<file path="src/rtl/prio_irq_pkg.sv">
package prio_irq_pkg;

    typedef enum logic [2:0] {
        CMD_EOI_TOP     = 3'd0,
        CMD_EOI_TOP_ROT = 3'd1,
        CMD_EOI_LINE    = 3'd2,
        CMD_EOI_LINE_ROT= 3'd3,
        CMD_SET_BASE    = 3'd4
    } pir_cmd_e;

endpackage

</file>
<file path="src/rtl/pir_line_sampler.sv">
module pir_line_sampler #(
    parameter int N = 8
) (
    input  logic [N-1:0] lines_i,
    input  logic [N-1:0] level_i,
    input  logic [N-1:0] irr_i,
    input  logic [N-1:0] last_i,
    output logic [N-1:0] irr_o,
    output logic [N-1:0] last_o
);
    for (genvar g = 0; g < N; g++) begin : g_line
        // level lines copy the pin; edge lines accumulate rising levels
        assign irr_o[g]  = level_i[g] ? lines_i[g]
                                      : (irr_i[g] | (lines_i[g] & ~last_i[g]));
        assign last_o[g] = lines_i[g];
    end
endmodule

</file>
<file path="src/rtl/pir_prio_scan.sv">
module pir_prio_scan #(
    parameter int N  = 8,
    parameter int IW = 3
) (
    input  logic [N-1:0]  bits_i,
    input  logic [IW-1:0] base_i,
    output logic [IW:0]   rank_o
);
    localparam logic [IW:0] NONE = (IW+1)'(N);

    always_comb begin
        logic [IW-1:0] idx;
        rank_o = NONE;
        for (int k = N - 1; k >= 0; k--) begin
            idx = base_i + IW'(k);
            if (bits_i[idx]) rank_o = (IW+1)'(k);
        end
    end
endmodule

</file>
<file path="src/rtl/prio_irq_resolver.sv">
module prio_irq_resolver
    import prio_irq_pkg::*;
#(
    parameter int NUM_LINES    = 8,
    parameter int CASCADE_LINE = 2
) (
    input  logic                         clk,
    input  logic                         rst,
    input  logic [NUM_LINES-1:0]         irq_lines_i,
    input  logic [NUM_LINES-1:0]         mask_i,
    input  logic [NUM_LINES-1:0]         level_i,
    input  logic                         auto_eoi_i,
    input  logic                         rot_aeoi_i,
    input  logic                         sfn_master_i,
    input  logic                         ack_i,
    input  logic                         cmd_stb_i,
    input  logic [2:0]                   cmd_i,
    input  logic [$clog2(NUM_LINES)-1:0] cmd_line_i,
    output logic                         int_req_o,
    output logic [$clog2(NUM_LINES)-1:0] int_vec_o,
    output logic [NUM_LINES-1:0]         irr_o,
    output logic [NUM_LINES-1:0]         isr_o,
    output logic [$clog2(NUM_LINES)-1:0] base_o
);
    localparam int          IW   = $clog2(NUM_LINES);
    localparam logic [IW:0] NONE = (IW+1)'(NUM_LINES);

    typedef struct packed {
        logic [NUM_LINES-1:0] irr;
        logic [NUM_LINES-1:0] isr;
        logic [NUM_LINES-1:0] last;
        logic [IW-1:0]        base;
    } pir_state_t;

    pir_state_t st_q, st_d;

    logic [NUM_LINES-1:0] irr_smp_d, last_smp_d;
    logic [NUM_LINES-1:0] req_bits_d, svc_bits_d;
    logic [IW:0]          req_rank_d, svc_rank_d, top_rank_d;
    logic [IW-1:0]        req_line_d, top_line_d;
    logic                 take_ack_d;

    pir_line_sampler #(.N(NUM_LINES)) u_sampler (
        .lines_i (irq_lines_i),
        .level_i (level_i),
        .irr_i   (st_q.irr),
        .last_i  (st_q.last),
        .irr_o   (irr_smp_d),
        .last_o  (last_smp_d)
    );

    always_comb begin
        req_bits_d = st_q.irr & ~mask_i;
        svc_bits_d = st_q.isr;
        if (sfn_master_i) svc_bits_d[CASCADE_LINE] = 1'b0;
    end

    pir_prio_scan #(.N(NUM_LINES), .IW(IW)) u_req_scan (
        .bits_i (req_bits_d), .base_i (st_q.base), .rank_o (req_rank_d)
    );
    pir_prio_scan #(.N(NUM_LINES), .IW(IW)) u_svc_scan (
        .bits_i (svc_bits_d), .base_i (st_q.base), .rank_o (svc_rank_d)
    );
    pir_prio_scan #(.N(NUM_LINES), .IW(IW)) u_eoi_scan (
        .bits_i (st_q.isr), .base_i (st_q.base), .rank_o (top_rank_d)
    );

    assign req_line_d = req_rank_d[IW-1:0] + st_q.base;
    assign top_line_d = top_rank_d[IW-1:0] + st_q.base;
    assign int_req_o  = (req_rank_d < svc_rank_d);
    assign int_vec_o  = req_line_d;
    assign take_ack_d = ack_i & int_req_o;

    always_comb begin
        st_d      = st_q;
        st_d.irr  = irr_smp_d;
        st_d.last = last_smp_d;
        if (take_ack_d) begin
            st_d.isr[req_line_d] = 1'b1;
            if (!level_i[req_line_d]) st_d.irr[req_line_d] = 1'b0;
            if (auto_eoi_i) begin
                st_d.isr[req_line_d] = 1'b0;
                if (rot_aeoi_i) st_d.base = req_line_d + IW'(1);
            end
        end else if (cmd_stb_i) begin
            case (cmd_i)
                CMD_EOI_TOP, CMD_EOI_TOP_ROT: begin
                    if (top_rank_d != NONE) begin
                        st_d.isr[top_line_d] = 1'b0;
                        if (cmd_i == CMD_EOI_TOP_ROT) st_d.base = top_line_d + IW'(1);
                    end
                end
                CMD_EOI_LINE: st_d.isr[cmd_line_i] = 1'b0;
                CMD_EOI_LINE_ROT: begin
                    st_d.isr[cmd_line_i] = 1'b0;
                    st_d.base            = cmd_line_i + IW'(1);
                end
                CMD_SET_BASE: st_d.base = cmd_line_i + IW'(1);
                default: ;
            endcase
        end
        if (rst) st_d = '0;
    end

    always_ff @(posedge clk) begin
        st_q <= st_d;
    end

    assign irr_o  = st_q.irr;
    assign isr_o  = st_q.isr;
    assign base_o = st_q.base;
endmodule

</file>
<file path="config.mk">
export PLATFORM = sky130hd
export DESIGN_NAME = prio_irq_resolver
export DESIGN_NICKNAME = d
export VERILOG_FILES = /design/src/rtl/prio_irq_pkg.sv /design/src/rtl/pir_line_sampler.sv /design/src/rtl/pir_prio_scan.sv /design/src/rtl/prio_irq_resolver.sv
export SDC_FILE = /design/constraint.sdc
export NUM_CORES = 1
export LEC_CHECK = 0
export BUFFER_PORTS_ARGS = -buffer_cell sky130_fd_sc_hd__buf_4
export CORE_ASPECT_RATIO = 0.7
export CORE_MARGIN = 2
export CORE_UTILIZATION = 46
export CTS_BUF_LIST = sky130_fd_sc_hd__clkbuf_8
export CTS_CLUSTER_DIAMETER = 120
export CTS_CLUSTER_SIZE = 25
export DETAILED_ROUTE_END_ITERATION = 10
export PLACE_DENSITY_LB_ADDON = 0.3
export SETUP_SLACK_MARGIN = 0.4
export SKIP_LAST_GASP = 1
export SYNTH_ARGS = -nofsm -noshare
export SYNTH_HDL_FRONTEND = slang
export SYNTH_HIERARCHICAL = 1
export SYNTH_SLANG_ARGS = --single-unit
</file>
<file path="constraint.sdc">
create_clock -name clk -period 13.7 [get_ports clk]
set_input_delay 1.37 -clock clk [delete_from_list [all_inputs] [get_ports clk]]
set_output_delay 1.37 -clock clk [all_outputs]
set_load 0.005 [all_outputs]
</file>
; ---- Yosys cells after proc, flatten, opt, wreduce, memory -nomap -nowiden
; Cells that the tools add are included.
[op_classes]
reduce_logical = 12
n_addsub = 12
n_bitwise = 35
mux = 103
n_eq_ne = 9
n_lt_le_gt_ge = 15
[op_table]
columns = op, count
row1 = 4-bit 2-to-1 mux, 24
row2 = 1-bit binary-select mux with 3-bit select, 25
row3 = 8-bit 2-to-1 mux, 6
row4 = 3-bit by 4-bit < comparator with 1-bit output (second input constant), 11
row5 = 8-bit bitwise AND, 5
row6 = 1-bit 2-to-1 mux, 37
row7 = 8-bit inverter, 4
row8 = 3-bit 2-to-1 mux, 6
row9 = 8-bit case mux with 2 select lines, 1
row10 = 3-bit by 1-bit adder with 3-bit output (second input constant), 4
row11 = 3-bit adder (second input constant), 4
row12 = 1-bit bitwise AND, 9
row13 = 1-bit demux with 3-bit select, 3
row14 = 3-bit by 1-bit greater-or-equal comparator with 1-bit output (second input constant), 3
row15 = 1-bit inverter, 8
row16 = 1-bit OR, 8
row17 = 8-bit OR, 1
row18 = 3-bit by 2-bit adder with 3-bit output (second input constant), 2
row19 = 3-bit adder, 2
row20 = 3-bit by 2-bit == test with 1-bit output (second input constant), 2
row21 = 3-bit != test (second input constant), 2
row22 = 3-bit case mux with 2 select lines, 1
row23 = 6-bit AND reduction, 1
row24 = 3-bit nonzero test, 2
row25 = 10 further kinds, 15
[totals]
inputBits = 37
out_inout_bits = 23
regBits = 27

; ---- Longest topological paths before layout
[logic_depth]
ltp_word = 22
depth_mapped = 19

; ---- By module
; The synthesis kept the hierarchy.
[modules_own_cells]
columns = mod, cells_each, instances, area_per_inst_um2
row1 = pir_prio_scan, 63, 3, 688.2
row2 = prio_irq_resolver, 220, 1, 1923.1
row3 = pir_line_sampler, 32, 1, 210.2

; ---- Worst setup path before layout
; No wires, ideal clock.
[synth_timing]
path_kind = reg2out
start = register st_q (netlist bit base_o[1])
end = output int_vec_o[2]
path_stages_with_launch = 13
slack_ps = 8512
t_required_ps = 12330
arrival_ps = 3818
path_cell_list = dfxtp_1 > inv_1 > ha_1 > buf_6 > mux2_2 > mux4_2 > a22oi_1 > a31oi_1 > ha_1 > fa_1 > xnor2_4 > xor2_4 > inv_2
[synth_via]
elab_chain_cells = 12
[synth_rtl]
columns = element, line
row1 = "start, declared", prio_irq_resolver.sv:35  ; pir_state_t st_q, st_d;
row2 = "start signal, assigned", prio_irq_resolver.sv:106  ; st_q <= st_d;
row3 = 3-bit adder, pir_prio_scan.sv:15  ; idx = base_i + IW'(k);
row4 = 1-bit binary-select mux with 3-bit select, pir_prio_scan.sv:16  ; if (bits_i[idx]) rank_o = (IW+1)'(k);
row5 = 1-bit 2-to-1 mux (implied by the code), pir_prio_scan.sv:16
row6 = 4-bit 2-to-1 mux (7 in a row), pir_prio_scan.sv:16
row7 = 4-bit 2-to-1 mux (*), pir_prio_scan.sv:16
row8 = via req_rank_d[0], prio_irq_resolver.sv:39  ; logic [IW:0] req_rank_d, svc_rank_d, top_rank_d;
row9 = 3-bit adder (*), prio_irq_resolver.sv:68  ; assign req_line_d = req_rank_d[IW-1:0] + st_q.base;
row10 = "end, declared", prio_irq_resolver.sv:20  ; output logic [$clog2(NUM_LINES)-1:0] int_vec_o,
; Mark *: on every way through the listed nets, which the timed path passes. The rest lies on a longest branch. The select of a mux whose other input is x is not followed.

; ---- Final worst setup path
[layout_timing]
start = register st_q (netlist bit base_o[0])
end = output int_vec_o[2]
; The elaborated chain is that of the path after synthesis.

==> out/results.ini <==
[run_status]
status = complete, no violations

[setup_path]
worst_path_max_delay_cell = ha_1
cp.arrival_ns = 4.74
r2r_start = base_o[0]
slowest_delay_ns = 0.64
worstPathMaxFanout = 48
cp.required_ns = 12.33
regToRegSetupSlack_ns = 8.12
path_class = reg -> out
cp_cell_sequence = buf_4, inv_1, ha_1, mux2_2, mux4_2, a22oi_1, a31oi_1, ha_1, fa_1, xnor2_4, xor2_4, inv_2, buf_4
r2r_cells = 14
critPathLaunchType = flop
cp-end-kind = output port
worstReg2RegEnd = irr_o[0]

[clocking]
cts_resized = 0
cts_setup_buffers = 0
clk_path_buf_depth = 2
cts.clk_slew.worst_paths_ns = 0.09
htreeDepth = 1
root_buffer = clkbuf_8
holdBufCountCts = 0
numCtsBuffers = 3
cts_tree = yes
cts_num_sinks = 27
worstSkewPairLatency_ns = 0.28

[route]
routedWlPerCell_um = 17.7
via_per_inst = 5.97
drtAntennaViolNets = 0
dr.first_iter.drc_count = 301
drt-pass1-iter-count = 5
totalWireLength_um = 10300
drc = 0
vias = 3491

[timing]
rsz0062_at_grt = no
finalHoldViolations = 0
finalSetupViolCount = 0
worstMarginPinSlew_ns = 0.681
slew_headroom = 0.544
fmax_ghz = 0.164
setup_tns_ns = 0
drv_slew = 0
fin_crit_sh = 0.446
finClkSkew_ns = 0.00957
fin_crit_ns = 6.11

[die]
die_y_um = 83.9
dieWidth_um = 118
die_area_sq_um = 9920
start_util = 0.468
coreArea_sq_um = 8960
rows = 29
ios = 60

[synth]
synth-seq-area-share = 0.129
ys_ff_latch = 27
syn-num-nets = 492
synthDistinctLibCells = 70
syn_inst = 441
yosys_warnings = 6
synthArstFlopShare = 0
synth_flop_cell = dfxtp_1
netlist_area_sq_um = 4200
syn_avg_cell_area_sq_um = 9.52
synth_edf_count = 0

[hold_path]
hold_depth = 2
worstHoldStart = base_o[0]
hold_path.class = reg -> reg
min_to = base_o[0]

[finish]
finalNetCount = 513
drive_gt1_frac = 0.304
fin_util = 0.501
final_common_cell = buf_4
final_cell_mix = buf_4, mux2_2, mux2i_1, nor2_1, nand2_1
insertedDiodeCount = 0
area_growth_pct = 7.00

[placement]
numPortBuffers = 59
dp_hpwl_um = 7710
gp_congestion = 0.836

[pwr]
peakVddDrop_mv = 0.122
power_density_nw_per_um2 = 226
leakage_uw = 0.00187

[global_route]
antenna_found_initial = 0
grt_usage = 0.209
grt-ovfl-total = 0
grt_start_max_net_pins = 49
grt_pass1_wl_um = 17100
grt_pass1_vias = 3323

[job]
drv_cap = 0

==> cell type report <==
cell class                 instances  area [sq um]
inverter                          23          86.3
fill                             844          4470
clock buffer                       3          41.3
multi-input combinational        345          3190
timing repair buffer              62           465
sequential                        27           543
tap                              124           155
clock inverter                     1          7.51
==> worst max-delay path by stage <==
stage          startpoint      endpoint  slack (ns)  depth (start not counted)
2_1_floorplan   base_o[1]  int_vec_o[2]        8.51                         12
4_1_cts         base_o[0]  int_vec_o[2]        7.63                         13
6_report        base_o[0]  int_vec_o[2]        7.59                         13
3_5_place_dp    base_o[0]  int_vec_o[2]        7.98                         13
5_1_grt         base_o[0]  int_vec_o[2]        7.41                         13
3_3_place_gp    base_o[0]  int_vec_o[2]        8.11                         13
==> cells in the mapped netlist (all sizes together), types with 2 or more instances <==
cell type  number  area share
ha             12       0.036
nand3b          3      0.0054
o2111ai         2      0.0042
a22o            8       0.017
inv            23       0.021
or3             3      0.0045
nand3           8      0.0095
mux2i          34       0.081
xor2            4       0.013
nand2b         12       0.018
a2111oi         5       0.017
a31oi           6      0.0089
a32o            3      0.0072
o21ai           4      0.0048
dfxtp          27        0.13
mux4           25        0.15
clkbuf          4      0.0036
a211oi          3      0.0083
and3            4      0.0060
buf            42       0.086
o22ai           9       0.013
a22oi           4      0.0072
fa              2      0.0095
nor2           34       0.038
nand2          26       0.023
and2            3      0.0045
a21oi          19       0.023
xnor2           5       0.015
o31ai           2      0.0036
mux2           47        0.13
or3b            3      0.0069
nor3b           2      0.0036
nor3            9       0.014
nor2b          25       0.037
==> metal layers <==
metal  GRT usage  part of all wire  wire length [um]  up-vias
met5           0                 0                 0        -
met4      0.0307            0.0046                48        0
met3      0.0178             0.037               387        4
met2       0.325              0.44              4570      100
met1       0.319              0.52              5320     1706
li1            -                 -                 -     1681
==> cells by family (layout without fill, tap and decap cells) <==
kind of cell,Yosys count,in the layout,share of synthesized area
buffers and inverters,69,89,0.111
flip-flops,27,27,0.129
AND/OR/NAND/NOR,140,140,0.186
adder cells (fa/ha/maj),14,14,0.0453
multiplexers,106,106,0.360
XOR/XNOR,10,10,0.0334
AO/OA/AOI/OAI,75,75,0.136
==> through the flow <==
stage | worst slack (ns) | instance area (sq um) | power, uW | cells | hold slack [ns]
6_report | 7.59 | 4490 | 1020 | 585 | 0.503
4_1_cts | 7.63 | 4490 | 1010 | 585 | 0.502
3_5_place_dp | 7.98 | 4440 | 959 | 581 | 0.488
3_3_place_gp | 8.11 | 4440 | 944 | 581 | 0.493
2_1_floorplan | 8.51 | 4200 | 789 | 441 | 0.523
5_1_grt | 7.41 | 4490 | 1100 | 585 | 0.542
==> critical path, delay by kind of cell (launching register included) <==
kind	cells	cell delay (ns)
compound gates	2	0.35
xor+xnor	2	0.64
fa+ha+maj	3	1.31
buf+inv	4	0.87
flops	1	0.33
mux	2	0.92
==> power breakdown <==
| group | total, uW | leakage [uW] | internal, uW | switching, uW |
|---|---|---|---|---|
| logic | 841 | 0.00162 | 379 | 462 |
| registers | 129 | 0.000223 | 94.3 | 34.7 |
| clock network | 47.1 | 0.0000217 | 20.7 | 26.4 |
No activity file was read; power rests on OpenSTA's default activity.
